==> src/rtl/card_cmd_unit.sv <==
module card_cmd_unit #(
  parameter int WORDS = 4,
  parameter int LEN_W = 5
) (
  input  logic                 clk,
  input  logic                 rst_n,
  input  logic                 wr_en,
  input  logic [1:0]           wr_addr,
  input  logic [31:0]          wr_data,
  output logic [31:0]          arg_q,
  output logic [10:0]          cmd_q,
  output logic [11:0]          status_q,
  output logic [WORDS*32-1:0]  resp_flat,
  output logic                 card_req,
  output logic [5:0]           card_idx,
  output logic [31:0]          card_arg,
  input  logic                 card_done,
  input  logic                 card_err,
  input  logic [LEN_W-1:0]     card_len,
  input  logic                 card_byte_vld,
  input  logic [7:0]           card_byte
);

  localparam int BYTES = WORDS * 4;
  localparam int CW    = $clog2(BYTES + 1);
  localparam logic [LEN_W-1:0] LEN_SHORT = LEN_W'(4);
  localparam logic [LEN_W-1:0] LEN_LONG  = LEN_W'(BYTES);

  logic [7:0]    buf_q [BYTES];
  logic [CW-1:0] cnt_q;
  logic [7:0]    byte_now [BYTES];
  logic [WORDS*32-1:0] words;

  wire busy     = status_q[11];
  wire accept   = wr_en && !busy;
  wire issue    = accept && wr_addr == 2'd1 && wr_data[10] && !wr_data[9];
  wire fin      = card_done && busy;
  wire want     = cmd_q[6];
  wire bad_len  = card_len == '0 || (card_len == LEN_SHORT && cmd_q[7]) ||
                  (card_len != LEN_SHORT && card_len != LEN_LONG);
  wire timeout  = card_err || (want && bad_len);
  wire take     = busy && card_byte_vld && cnt_q < CW'(BYTES);

  assign card_idx = cmd_q[5:0];
  assign card_arg = arg_q;

  genvar gb, gw;
  generate
    for (gb = 0; gb < BYTES; gb++) begin : g_byte
      assign byte_now[gb] = (take && cnt_q == CW'(gb)) ? card_byte : buf_q[gb];
    end
    for (gw = 0; gw < WORDS; gw++) begin : g_word
      assign words[gw*32 +: 32] = {byte_now[4*gw], byte_now[4*gw+1],
                                   byte_now[4*gw+2], byte_now[4*gw+3]};
    end
  endgenerate

  always_ff @(posedge clk) begin
    if (!rst_n) begin
      arg_q    <= '0;
      cmd_q    <= '0;
      card_req <= 1'b0;
    end else begin
      card_req <= issue;
      if (accept && wr_addr == 2'd0) arg_q <= wr_data;
      if (accept && wr_addr == 2'd1) cmd_q <= {1'b0, wr_data[9:0]};
    end
  end

  always_ff @(posedge clk) begin
    if (!rst_n) begin
      cnt_q <= '0;
      for (int i = 0; i < BYTES; i++) buf_q[i] <= '0;
    end else if (issue) begin
      cnt_q <= '0;
    end else if (take) begin
      buf_q[cnt_q] <= card_byte;
      cnt_q        <= cnt_q + 1'b1;
    end
  end

  always_ff @(posedge clk) begin
    if (!rst_n) begin
      status_q <= '0;
    end else begin
      if (issue) status_q[11] <= 1'b1;
      if (accept && wr_addr == 2'd2) status_q[10:0] <= status_q[10:0] & ~wr_data[10:0];
      if (fin) begin
        status_q[11] <= 1'b0;
        if (timeout)   status_q[2] <= 1'b1;
        else if (want) status_q[6] <= 1'b1;
        else           status_q[7] <= 1'b1;
      end
    end
  end

  always_ff @(posedge clk) begin
    if (!rst_n) begin
      resp_flat <= '0;
    end else if (fin && want && !timeout) begin
      if (card_len == LEN_SHORT) begin
        resp_flat          <= '0;
        resp_flat[31:0]    <= words[31:0];
      end else begin
        resp_flat          <= words;
        resp_flat[(WORDS-1)*32] <= 1'b0;
      end
    end
  end

  p_req_pulse_r2: assert property (@(posedge clk) disable iff (!rst_n)
    card_req |=> !card_req);
  p_req_busy_r2: assert property (@(posedge clk) disable iff (!rst_n)
    card_req |-> status_q[11]);
  p_done_idle_r2: assert property (@(posedge clk) disable iff (!rst_n)
    (status_q[11] && card_done) |=> !status_q[11]);
  p_hold_regs_r8: assert property (@(posedge clk) disable iff (!rst_n)
    (status_q[11] && !card_done) |=> ($stable(arg_q) && $stable(cmd_q) && !card_req));
  p_outcome_r4: assert property (@(posedge clk) disable iff (!rst_n)
    (status_q[11] && card_done) |=> (status_q[2] || status_q[6] || status_q[7]));
  p_bad_keeps_resp_r5: assert property (@(posedge clk) disable iff (!rst_n)
    (status_q[11] && card_done && cmd_q[6] && (card_err || card_len == '0)) |=> $stable(resp_flat));
  p_last_lsb_r7: assert property (@(posedge clk) disable iff (!rst_n)
    $changed(resp_flat) |-> !resp_flat[(WORDS-1)*32]);

endmodule

==> config.mk <==
export PLATFORM = sky130hd
export DESIGN_NAME = card_cmd_unit
export DESIGN_NICKNAME = d
export VERILOG_FILES = /design/src/rtl/card_cmd_unit.sv
export SDC_FILE = /design/constraint.sdc
export NUM_CORES = 1
export LEC_CHECK = 0
export BUFFER_PORTS_ARGS = -buffer_cell sky130_fd_sc_hd__buf_2
export CAP_MARGIN = 40
export CORE_UTILIZATION = 45
export CTS_CLUSTER_SIZE = 14
export DETAILED_ROUTE_END_ITERATION = 10
export PLACE_DENSITY_LB_ADDON = 0.2
export SETUP_SLACK_MARGIN = 0.02
export SLEW_MARGIN = 20
export SYNTH_ARGS = -nofsm -noshare
export SYNTH_HDL_FRONTEND = slang
export SYNTH_SLANG_ARGS = --single-unit
==> constraint.sdc <==
create_clock -name clk -period 2 [get_ports clk]
set_input_delay 0.2 -clock clk [delete_from_list [all_inputs] [get_ports clk]]
set_output_delay 0.2 -clock clk [all_outputs]
set_load 0.03 [all_outputs]
== Word-level counts from Yosys, hierarchy flattened ==
Memories as Yosys holds them, arrays and structs flattened.
Cells that the tools add are included.

* RAM bits: 128
* Input port bits: 53
* Memories: 1
* Register bits after elaboration: 188

{| class="wikitable"
|+ Memories
! name !! words !! bits a word !! rd ports !! clocked after Yosys merged registers in !! write ports !! line !! RTL
|-
| buf_q || 16 || 8 || 16 || 0 || 16 || 29 || <nowiki>logic [7:0] buf_q [BYTES];</nowiki>
|}

* Magnitude comparators: 1
* Mux-type cells: 32
* Reduce and logical (&&, ||, !) cells: 42
* Equal/unequal tests: 20
* Bitwise operators: 3
* Add/sub/neg operators: 1

{| class="wikitable"
|+ Operators by type and width
! kind !! number
|-
| two-way mux 8 bit || 18
|-
| two-way mux 128 bit || 1
|-
| equality test 5 x 4 -> 1 bit, second input constant || 8
|-
| logical AND 1 bit || 30
|-
| equality test 5 x 3 -> 1 bit, second input constant || 5
|-
| AND 11 bit || 1
|-
| inverter 11 bit || 1
|-
| equality test 5 x 2 -> 1 bit, second input constant || 2
|-
| zero test 5 bit || 2
|-
| two-way mux 1 bit || 10
|-
| OR reduction 8 bit || 1
|-
| adder 5 x 1 -> 5 bit, second input constant || 1
|-
| equality test 5 x 1 -> 1 bit, second input constant || 1
|-
| less-than comparator 5 bit, second input constant || 1
|-
| inequality test 5 x 3 -> 1 bit, second input constant || 1
|-
| inequality test 5 bit, second input constant || 1
|-
| two-way mux 2 bit || 2
|-
| two-way mux 4 bit || 1
|-
| OR reduction 2 bit || 2
|-
| zero test 1 bit || 3
|-
| logical OR 1 bit || 3
|-
| equality test 2 x 1 -> 1 bit, second input constant || 1
|-
| equality test 2 bit, second input constant || 1
|-
| zero test 2 bit || 1
|-
| inverter 1 bit || 1
|}

== Depth between registers and ports, before layout ==
Gate-level depths: netlist of the first run.

* Depth after elaboration: 10
* Mapped depth: 8
* Depth with buffers taken out: 6

== Worst setup path before layout of the first run ==
OpenSTA, ideal clock, no wires.

* Path type: register -> register
* Start point: register status_q[11]
* End point: memory buf_q[2][0], enable pin
* Setup time: 329 ps
* Arrival: 1808 ps
* Path slack: -137 ps
* Required time: 1671 ps
* Period minus slack after synthesis: 2137 ps
* Cell stages (with the launch flop): 7
* Buffers on the path: 3
* Path through: dfxtp_1 -> or4b_1 -> clkbuf_2 -> or2_1 -> buf_6 -> buf_8 -> nand2_1

{| class="wikitable"
|+ RTL lines
! element !! line !! RTL
|-
| start: declaration || 12 || <nowiki>output logic [11:0] status_q,</nowiki>
|-
| start signal: assignment || 84 || <nowiki>status_q <= '0;</nowiki>
|-
| start signal: assignment || 86 || <nowiki>if (issue) status_q[11] <= 1'b1;</nowiki>
|-
| start signal: assignment || 89 || <nowiki>status_q[11] <= 1'b0;</nowiki>
|-
| end: declaration || 29 ||
|}

==> impl_metrics.yaml, run 1 <==
status:
  status: "complete, no violations"
final_layout:
  fillers: 2385
  layout-drive-gt1-share_pct: 28.8
  final_nets: 1503
  area_delta_synth_final_pct: 25.6
sta:
  worst_pin_slew_ns: 0.536
  fmax_mhz: 533
  hold_viol_final: 0
  rsz0062_at_grt: "no"
  final.period_utilization_pct: 93.8
  finalSetupViolCount: 0
  finalSetupTns_ns: 0
  final_max_slew_viol_count: 0
  slew_headroom_pct: 64.2
  whs_ns: 0.0183
  finClkSkew_ns: 0.0223
  fin_crit_ns: 1.88
placed_design:
  port-buffer-count: 272
  post-dp-hpwl_um: 23000
  gp_congestion: 0.791
floorplanning:
  core_um2: 27200
  dieArea_um2: 28700
  die_y_um: 169
  start_util_pct: 46.3
  die_w_um: 169
  io_pins: 275
  rows: 60
clock_tree:
  cts-root-buf: "clkbuf_16"
  clock_latency_ns: 0.52
  cts_max_path_buffers: 3
  cts-buffers-inserted: 35
  htreeDepth: 2
  cts_tree: "yes"
  path_clk_slew_ns: 0.06
  cts.sinks: 314
flow_run:
  maxCapViolations: 0
synth:
  ys_ff_latch: 314
  yosysSeqAreaShare_pct: 60.0
  synth_top_area_share_pct: 30.3
  ys.flop_type: "dfxtp_1"
  yosysWarningCount: 0
  synth_edf_count: 127
  synth_top_cell_by_area: "edfxtp_1"
  syn_inst: 1156
  synthTopCellsByCount: "192 x nand2_1, 187 x dfxtp_1, 131 x nor2_1"
  yosysMostFrequentCell: "nand2_1"
  synth.avg_cell_area_um2: 10.9
  ys_types: 46
  synth_area_leaders: "edfxtp_1 30%, dfxtp_1 30%, mux2i_1 7.6%"
  postSynth.asyncResetShare_pct: 0
  syn_area_um2: 12600
global_route:
  grt_usage_pct: 24.2
  grt_max_degree: 96
  grt_first_pass_wirelength_um: 52700
  antenna_found_initial: 1
  grt_overflow_total: 0
  grt_pass1_vias: 9233
power_and_ir_drop:
  power_density_nw_per_um2: 868
  seqPwrFrac_pct: 49.7
  switchingPower_mw: 3.12
  cellLeakagePower_nw: 6.39
  power.total_mw: 13.7
  power_frac_comb_pct: 5.8
  intPower_mw: 10.6
  swShare_pct: 22.7
  p_clk_share_pct: 44.5
  peakVddDrop_mv: 0.589
critical_path:
  setup.worst_path.class: "reg2reg"
  path_delay_family: "simple AND/OR/NAND/NOR gates"
  cp.arrival_ns: 2.23
  r2r_slack_ns: 0.12
  slowest_stage: "dfxtp_2"
  path_cells: "and4bb_1 -> a21boi_2 -> buf_4 -> nand2_1 -> buf_12 -> nor2_1"
  crit_required_ns: 2.36
  crit_fanout: 13
  end_kind: "flop"
  path_buf_inv: 2
  crit_path_start_kind: "flop"
  max_stage_delay_ns: 0.44
drt:
  wl_per_cell_um: 18.8
  first_iter_violations: 729
  final_antenna_net_count: 0
  drc: 0
  vias: 9580
  vias_per_cell: 5.20
  drt_first_pass_iters: 7
  drt-total-wl_um: 34700
min_path:
  worstHoldPathType: "in2reg"
-- worst register-to-register path, delay by kind of cell, from the launching register on --
kind,cells,cell delay (ns)
AOI/OAI and AO/OA,1,0.29
buffers and inverters,2,0.46
and+or+nand+nor,3,0.55
DFF,1,0.44
-- final timing paths --
| check | startpoint | to | depth (start not counted) |
|---|---|---|---|
| hold / removal | wr_data[31] | arg_q[31] | 3 |
| setup reg to reg | status_q[11] | buf_q[1][2] | 6 |
| hold reg to reg | status_q[8] | status_q[8] | 2 |
| setup / recovery | status_q[11] | buf_q[1][2] | 6 |
-- stage by stage --
| stage | cell area, um^2 | std cells | utilization [%] | worst slack, ns |
|---|---|---|---|---|
| floorplan | 12600 | 1157 | - | 0.0429 |
| global placement | 14400 | 1748 | 52.9 | 0.150 |
| detailed placement | 14400 | 1748 | 52.9 | 0.132 |
| CTS | 15800 | 1842 | 58.1 | 0.122 |
| global route | 15800 | 1842 | 58.2 | 0.0228 |
| finish | 15800 | 1843 | 58.2 | 0.124 |
-- power groups by stage --
| stage | registers, mW | logic, mW | clock network (mW) |
|---|---|---|---|
| 2_1_floorplan | 7.00 | 0.387 | 0 |
| 3_3_place_gp | 6.95 | 0.746 | 0 |
| 3_5_place_dp | 6.96 | 0.747 | 0 |
| 4_1_cts | 6.82 | 0.796 | 6.19 |
| 5_1_grt | 6.83 | 0.848 | 6.46 |
| 6_report | 6.82 | 0.799 | 6.11 |
-- flip-flops by register name, indices dropped and copies added, names as in the netlist --
name	count
buf_q	127
resp_flat	127
arg_q	32
status_q	12
cmd_q	10
cnt_q	5
card_req	1
-- cells in the final DEF (no fill, tap or decap), drive strengths merged, types with 3 or more instances in the layout --
master       netlist  layout
nor2b              5       5
mux2i             95      95
nor3b              3       3
dlygate4sd3        0      32
and2               7       7
dfxtp            187     187
nand2b             4       4
clkbuf            72      52
o2bb2ai           95      95
nand3             12      12
clkinv             0       8
and3               5       5
ha                 5       5
a21oi             11      11
edfxtp           127     127
o21ai             33      33
inv                3       5
or2                4       4
a21boi            44      44
nand2            192     192
a31oi             32      32
buf               57     348
nor2             142     142
-- per-layer routing --
layer / vias up / part of all wire (%) / GRT usage [%] / wire (um)
met2: 398 / 49 / 41.0 / 16800
met3: 46 / 7.6 / 4.43 / 2630
li1: 4590 / - / - / -
met1: 4546 / 42 / 32.0 / 14600
met5: - / 0 / 0 / 0
met4: 0 / 1.7 / 6.07 / 588
-- what timing repair did --
item | 4_1_cts | 5_1_grt
setup endpoints to repair | 0 | 29
buffers inserted | 0 | 0
hold buffers | 32 | 0
endpoints found under the hold margin | 46 | 0
gates resized for setup | 0 | 3
-- logic make-up after synthesis --
family | synth area share [%]
flip-flops | 60.0
buffers and inverters | 5.87
AO/OA/AOI/OAI | 12.8
adder cells (fa/ha/maj) | 0.497
XOR/XNOR | 0.209
other | 0.0298
AND/OR/NAND/NOR | 13.0
multiplexers | 7.55
-- area by class of cell --
type | instances | area (um^2) | area share (%)
inverter | 3 | 11.3 | 0.0712
clock inverter | 10 | 61.3 | 0.388
antenna | 1 | 2.50 | 0.0158
multi-input combinational | 711 | 4340 | 27.4
timing repair buffer | 380 | 2340 | 14.8
clock buffer | 52 | 1030 | 6.53
sequential | 314 | 7560 | 47.8
tap | 372 | 465 | 2.94
Note: power is estimated with default switching activity, not from simulation.
==> run 2, diff against run 1 <==
ABC_AREA = 1   (was not set)
==> run 2 against run 1 <==
Against the previous run:
- clock skew is 0.0051 ns lower
- first-iteration DRC count is 9.6% higher
- sequential cell count stayed put
- combinational power is 11% higher
- global-route usage is 0.23 points higher
- largest power group unchanged
- worst hold slack better by 0.0058 ns
- via count is 22% higher
- total power is 1.4% higher
- die area is 6.4% higher
- non-clock buffer count is 16 lower
- critical path type unchanged
- highest routed layer is now met5
- sequential power hardly changed
- core utilization is 1.5 points lower
==> impl_metrics.yaml, run 2 <==
floorplanning:
  die_y_um: 175
  start_util_pct: 46.2
  core_um2: 29000
  die_w_um: 175
  dieArea_um2: 30500
  rows: 62
  io_pins: 275
sta:
  slew_headroom_pct: 58.9
  finClkSkew_ns: 0.0172
  hold_viol_final: 0
  fin_crit_ns: 1.85
  final.period_utilization_pct: 92.7
  rsz0062_at_grt: "no"
  setup_slack_ns: 0.146
  fmax_mhz: 539
  final_max_slew_viol_count: 0
  finalSetupViolCount: 0
  worst_pin_slew_ns: 0.617
synth:
  synthTopCellsByCount: "519 x nand2_1, 226 x nor2_1, 187 x dfxtp_1"
  synth-adder-area-share_pct: 0.467
  yosysSeqAreaShare_pct: 56.4
  synth.avg_cell_area_um2: 8.10
  synth_top_cell_by_area: "edfxtp_1"
  synth-xor-area-share_pct: 0
  yosysWarningCount: 0
  synthSimpleGateAreaFrac_pct: 26.9
  ys_ff_latch: 314
  syn_area_um2: 13400
  ys_types: 27
  yosysMostFrequentCell: "nand2_1"
  synth_area_leaders: "edfxtp_1 28%, dfxtp_1 28%, nand2_1 15%"
  synth_edf_count: 127
  synth_top_area_share_pct: 28.4
  ys.flop_type: "dfxtp_1"
  synth_compound_area_share_pct: 7.62
  postSynth.asyncResetShare_pct: 0
  muxShareOfSynthArea_pct: 0
  synth_top_family_by_area: "simple AND/OR/NAND/NOR gates"
  syn_inst: 1656
final_layout:
  fillers: 2729
  final_cell_mix: "516 x nand2_1, 272 x buf_2, 224 x nor2_1"
  layout-drive-gt1-share_pct: 21.0
  finalNonFillerCells: 2328
  final_common_cell: "nand2_1"
  reg.largest.list: "buf_q (127), resp_flat (127), arg_q (32)"
  final_nets: 1976
  antenna_cells: 0
  area_delta_synth_final_pct: 22.8
critical_path:
  regToRegEndpoint: "buf_q[3][2]"
  crit_required_ns: 2.21
  slowest_stage: "dfxtp_1"
  cp.arrival_ns: 2.06
  crit_start: "cnt_q[1]"
  crit_path_start_kind: "flop"
  r2r_cells: 6
  setup.worst_path.class: "reg2reg"
  max_stage_delay_ns: 0.40
  end_kind: "flop"
  reg2reg_from: "cnt_q[1]"
  r2r_slack_ns: 0.15
  crit_fanout: 10
  path_cells: "ha_1 -> inv_1 -> nor2_2 -> nand2_2 -> o21ai_1 -> buf_4"
clock_tree:
  cts_tree: "yes"
  htreeDepth: 2
  cts.sinks: 314
  clock_latency_ns: 0.51
  postCtsSetupBuffers: 0
  cts-root-buf: "clkbuf_16"
  cts-buffers-inserted: 34
  cts_max_path_buffers: 3
  path_clk_slew_ns: 0.06
global_route:
  grt_first_pass_wirelength_um: 59100
  grt_max_degree: 126
  grt_pass1_vias: 11100
  grt_overflow_total: 0
  antenna_found_initial: 1
  grt_usage_pct: 24.4
placed_design:
  gp_congestion: 0.846
  port-buffer-count: 272
  post-dp-hpwl_um: 25100
  preCtsSetupSlack_ns: 0.145
  numPlacedInstances: 2235
min_path:
  hp-start: "wr_data[2]"
  worstHoldPathType: "in2reg"
  min_path_cells: 3
  hold_end: "cmd_q[2]"
power_and_ir_drop:
  cellLeakagePower_nw: 7.49
  power_density_nw_per_um2: 846
  power.total_mw: 13.9
  peakVddDrop_mv: 0.556
drt:
  vias_per_cell: 5.02
  wl_per_cell_um: 16.1
  vias: 11700
  first_iter_violations: 799
  drt-total-wl_um: 37600
  drc: 0
  final_antenna_net_count: 0
  drt_first_pass_iters: 5
flow_run:
  maxCapViolations: 0
status:
  status: "complete, no violations"
## run 2: timing repair
item                       in CTS  in global routing
setup endpoints to repair       0                 17
resized for setup               0                  4
hold buffers                   31                  0
hold endpoints to repair       44                  0
## run 2: cell families after synthesis
logic type,Yosys count
adders and majority gates,5
other,1
AOI/OAI and AO/OA,204
buffers and inverters,237
and+or+nand+nor,895
DFF,314
## run 2: metrics by stage
step	cell area (um^2)	setup TNS, ns	hold slack [ns]	util [%]
6_report	16500	0	0.0242	56.7
5_1_grt	16500	0	0.0138	56.7
4_1_cts	16500	0	0.00251	56.7
3_5_place_dp	15000	0	0.444	51.8
3_3_place_gp	15000	0	0.438	51.8
2_1_floorplan	13400	-1.67	0.343	-
## run 2: worst max-delay path: cells and delay by family (launching register included)
kind	cells	cell delay, ns
and+or+nand+nor	2	0.48
DFF	1	0.40
buffers and inverters	2	0.28
adders and majority gates	1	0.22
AOI/OAI and AO/OA	1	0.18
## run 2: power by group
group          total [mW]  switching, mW  internal, mW
combinational       0.885          0.633         0.252
sequential           6.84         0.0585          6.78
clock                6.19           2.49          3.70
total                13.9           3.18          10.7
## run 2: cell type report
type | instances | area [um^2] | share of cell area, %
sequential | 314 | 7560 | 45.9
multi-input combinational | 1106 | 4730 | 28.7
timing repair buffer | 364 | 2220 | 13.5
clock buffer | 52 | 1030 | 6.28
tap | 384 | 480 | 2.92
inverter | 98 | 374 | 2.27
clock inverter | 10 | 73.8 | 0.448
## run 2: routing by layer
layer / global-route usage [%] / routed length [um]
met1: 32.1 / 16400
met4: 8.01 / 1080
met5: 0 / 12
met3: 3.81 / 2530
met2: 41.2 / 17600
## run 2: worst max-delay path by stage
stage	to	slack, ns	cells past startpoint
after floorplan	buf_q[1][0]	-0.07	9
after global placement	resp_flat[125]	0.21	9
after detailed placement	buf_q[7][1]	0.14	5
after CTS	buf_q[7][5]	0.14	5
after global routing	buf_q[3][2]	0.02	6
final	buf_q[3][2]	0.15	6
==> run 3, diff against run 2 <==
CELL_PAD_IN_SITES_DETAIL_PLACEMENT = 1   (was not set)
CELL_PAD_IN_SITES_GLOBAL_PLACEMENT = 2   (was not set)
CORE_UTILIZATION = 32   (was 45)
clock period = 1.8 ns   (was 2 ns; I/O delays follow)
==> run 3 against run 2 <==
Against the previous run:
- the run now ends with design-rule violations left
- register-to-register slack worse by 0.08 ns
- via count grew 1.4%
- setup slack worse by 0.081 ns
- final cell count grew 8.2%
- largest cell class unchanged
- highest routed layer is now met4
==> impl_metrics.yaml, run 3 (same netlist as run 2, synthesis figures left out) <==
status:
  status: "finished, violations left"
  violations: "design-rule violations"
sta:
  finalSetupTns_ns: 0
  hold_viol_final: 0
  whs_ns: 0.0557
  setup_slack_ns: 0.0648
  final_max_slew_viol_count: 0
  finalSetupViolCount: 0
  final.period_utilization_pct: 96.4
  fin_crit_ns: 1.74
  finClkSkew_ns: 0.0124
  rsz0062_at_grt: "yes"
  fmax_mhz: 576
  worst_pin_slew_ns: 0.813
  slew_headroom_pct: 45.8
final_layout:
  fillers: 5018
  regArea_um2: 7560
  final_util_pct: 41.8
  final_common_cell: "nand2_1"
  reg.largest.list: "buf_q (127), resp_flat (127), arg_q (32)"
  finish.instance_area_um2: 17200
  final_nets: 2013
  final_cell_mix: "508 x nand2_1, 272 x buf_2, 222 x nor2_1"
  multiInputGateArea_um2: 4790
  layout-drive-gt1-share_pct: 23.2
  area_delta_synth_final_pct: 28.2
power_and_ir_drop:
  cellLeakagePower_nw: 7.75
  peakVddDrop_mv: 0.465
  power_density_nw_per_um2: 933
critical_path:
  crit_required_ns: 2.06
  cp.arrival_ns: 2.00
  setup.worst_path.class: "reg2reg"
  crit_fanout: 6
  end_kind: "flop"
  r2r_cells: 8
  crit_path_start_kind: "flop"
drt:
  first_iter_violations: 549
  drc: 24
  drt-total-wl_um: 43300
  vias_per_cell: 4.71
  drt_first_pass_iters: 7
  wl_per_cell_um: 17.2
  vias: 11900
  final_antenna_net_count: 0
global_route:
  grt_overflow_total: 0
  grt_pass1_vias: 12100
  grt_max_degree: 126
  grt_first_pass_wirelength_um: 66900
  grt_usage_pct: 20.2
  antenna_found_initial: 3
min_path:
  worstHoldPathType: "in2reg"
  min_path_cells: 5
floorplanning:
  io_pins: 275
  die_w_um: 207
  start_util_pct: 32.6
  core_um2: 41100
  dieArea_um2: 42700
  rows: 74
  die_y_um: 207
placed_design:
  gp_congestion: 0.776
  postPlaceCellArea_um2: 15500
  post-dp-hpwl_um: 29900
  port-buffer-count: 272
  preCtsSetupSlack_ns: -0.0733
clock_tree:
  cts_tree: "yes"
  cts.sinks: 314
  htreeDepth: 2
  cts-root-buf: "clkbuf_16"
  clock_latency_ns: 0.55
  cts-buffers-inserted: 38
  cts_max_path_buffers: 3
  path_clk_slew_ns: 0.06
flow_run:
  maxCapViolations: 0
run 3: cell types whose count changed in the layout (fill, tap and decap cells not counted), moves of 6 or more:
cell,change
buf_4,+15
nand2_2,+7
nand2_1,-8
buf_12,+8
buf_6,+6
run 3: repair_timing:
action,in CTS,in global routing
hold endpoints to repair,53,0
gates resized for setup,9,23
setup endpoints to repair,92,186
hold buffers,35,0
gates cloned,0,0
pin swaps,1,4
buffers inserted,2,5
run 3: area by class of cell:
class                   count  area share (%)
multi-input cells        1106            27.9
well taps                 532            3.87
clock buffers              61            6.70
inverters                  98            2.16
flip-flops and latches    314            44.0
diodes                      3          0.0437
clock inverters             9           0.248
repair buffers            397            15.1
run 3: metal layers:
layer	up-vias	global-route usage (%)	routed length (um)
met4	0	4.75	818
met1	5714	25.1	19000
met5	-	0	0
met3	52	4.76	2140
met2	225	35.3	21300
li1	5869	-	-
run 3: critical path: stages (launching register included):
cell     delay (ns)
dfxtp_2        0.35
ha_2           0.19
inv_1          0.06
buf_4          0.14
nor2_4         0.15
buf_6          0.15
nand2_2        0.09
o21ai_4        0.16
buf_4          0.15
run 3: worst paths after layout:
| path | from | endpoint | slack [ns] |
|---|---|---|---|
| hold / removal | wr_addr[0] | card_req | 0.06 |
| setup / recovery | cnt_q[1] | buf_q[3][0] | 0.06 |
| hold reg to reg | status_q[1] | status_q[1] | 0.46 |
| setup reg to reg | cnt_q[1] | buf_q[3][0] | 0.06 |
run 3: where the power goes:
part	total (mW)	internal [mW]	switching (mW)
combinational	1.03	0.313	0.722
sequential	7.61	7.54	0.0708
clock	7.38	4.37	3.01
run 3: per-stage QoR:
stage | std cells | total power, mW
2_1_floorplan | 1657 | 8.37
3_3_place_gp | 2405 | 8.73
3_5_place_dp | 2405 | 8.74
4_1_cts | 2512 | 16.2
5_1_grt | 2519 | 16.6
6_report | 2520 | 16.0
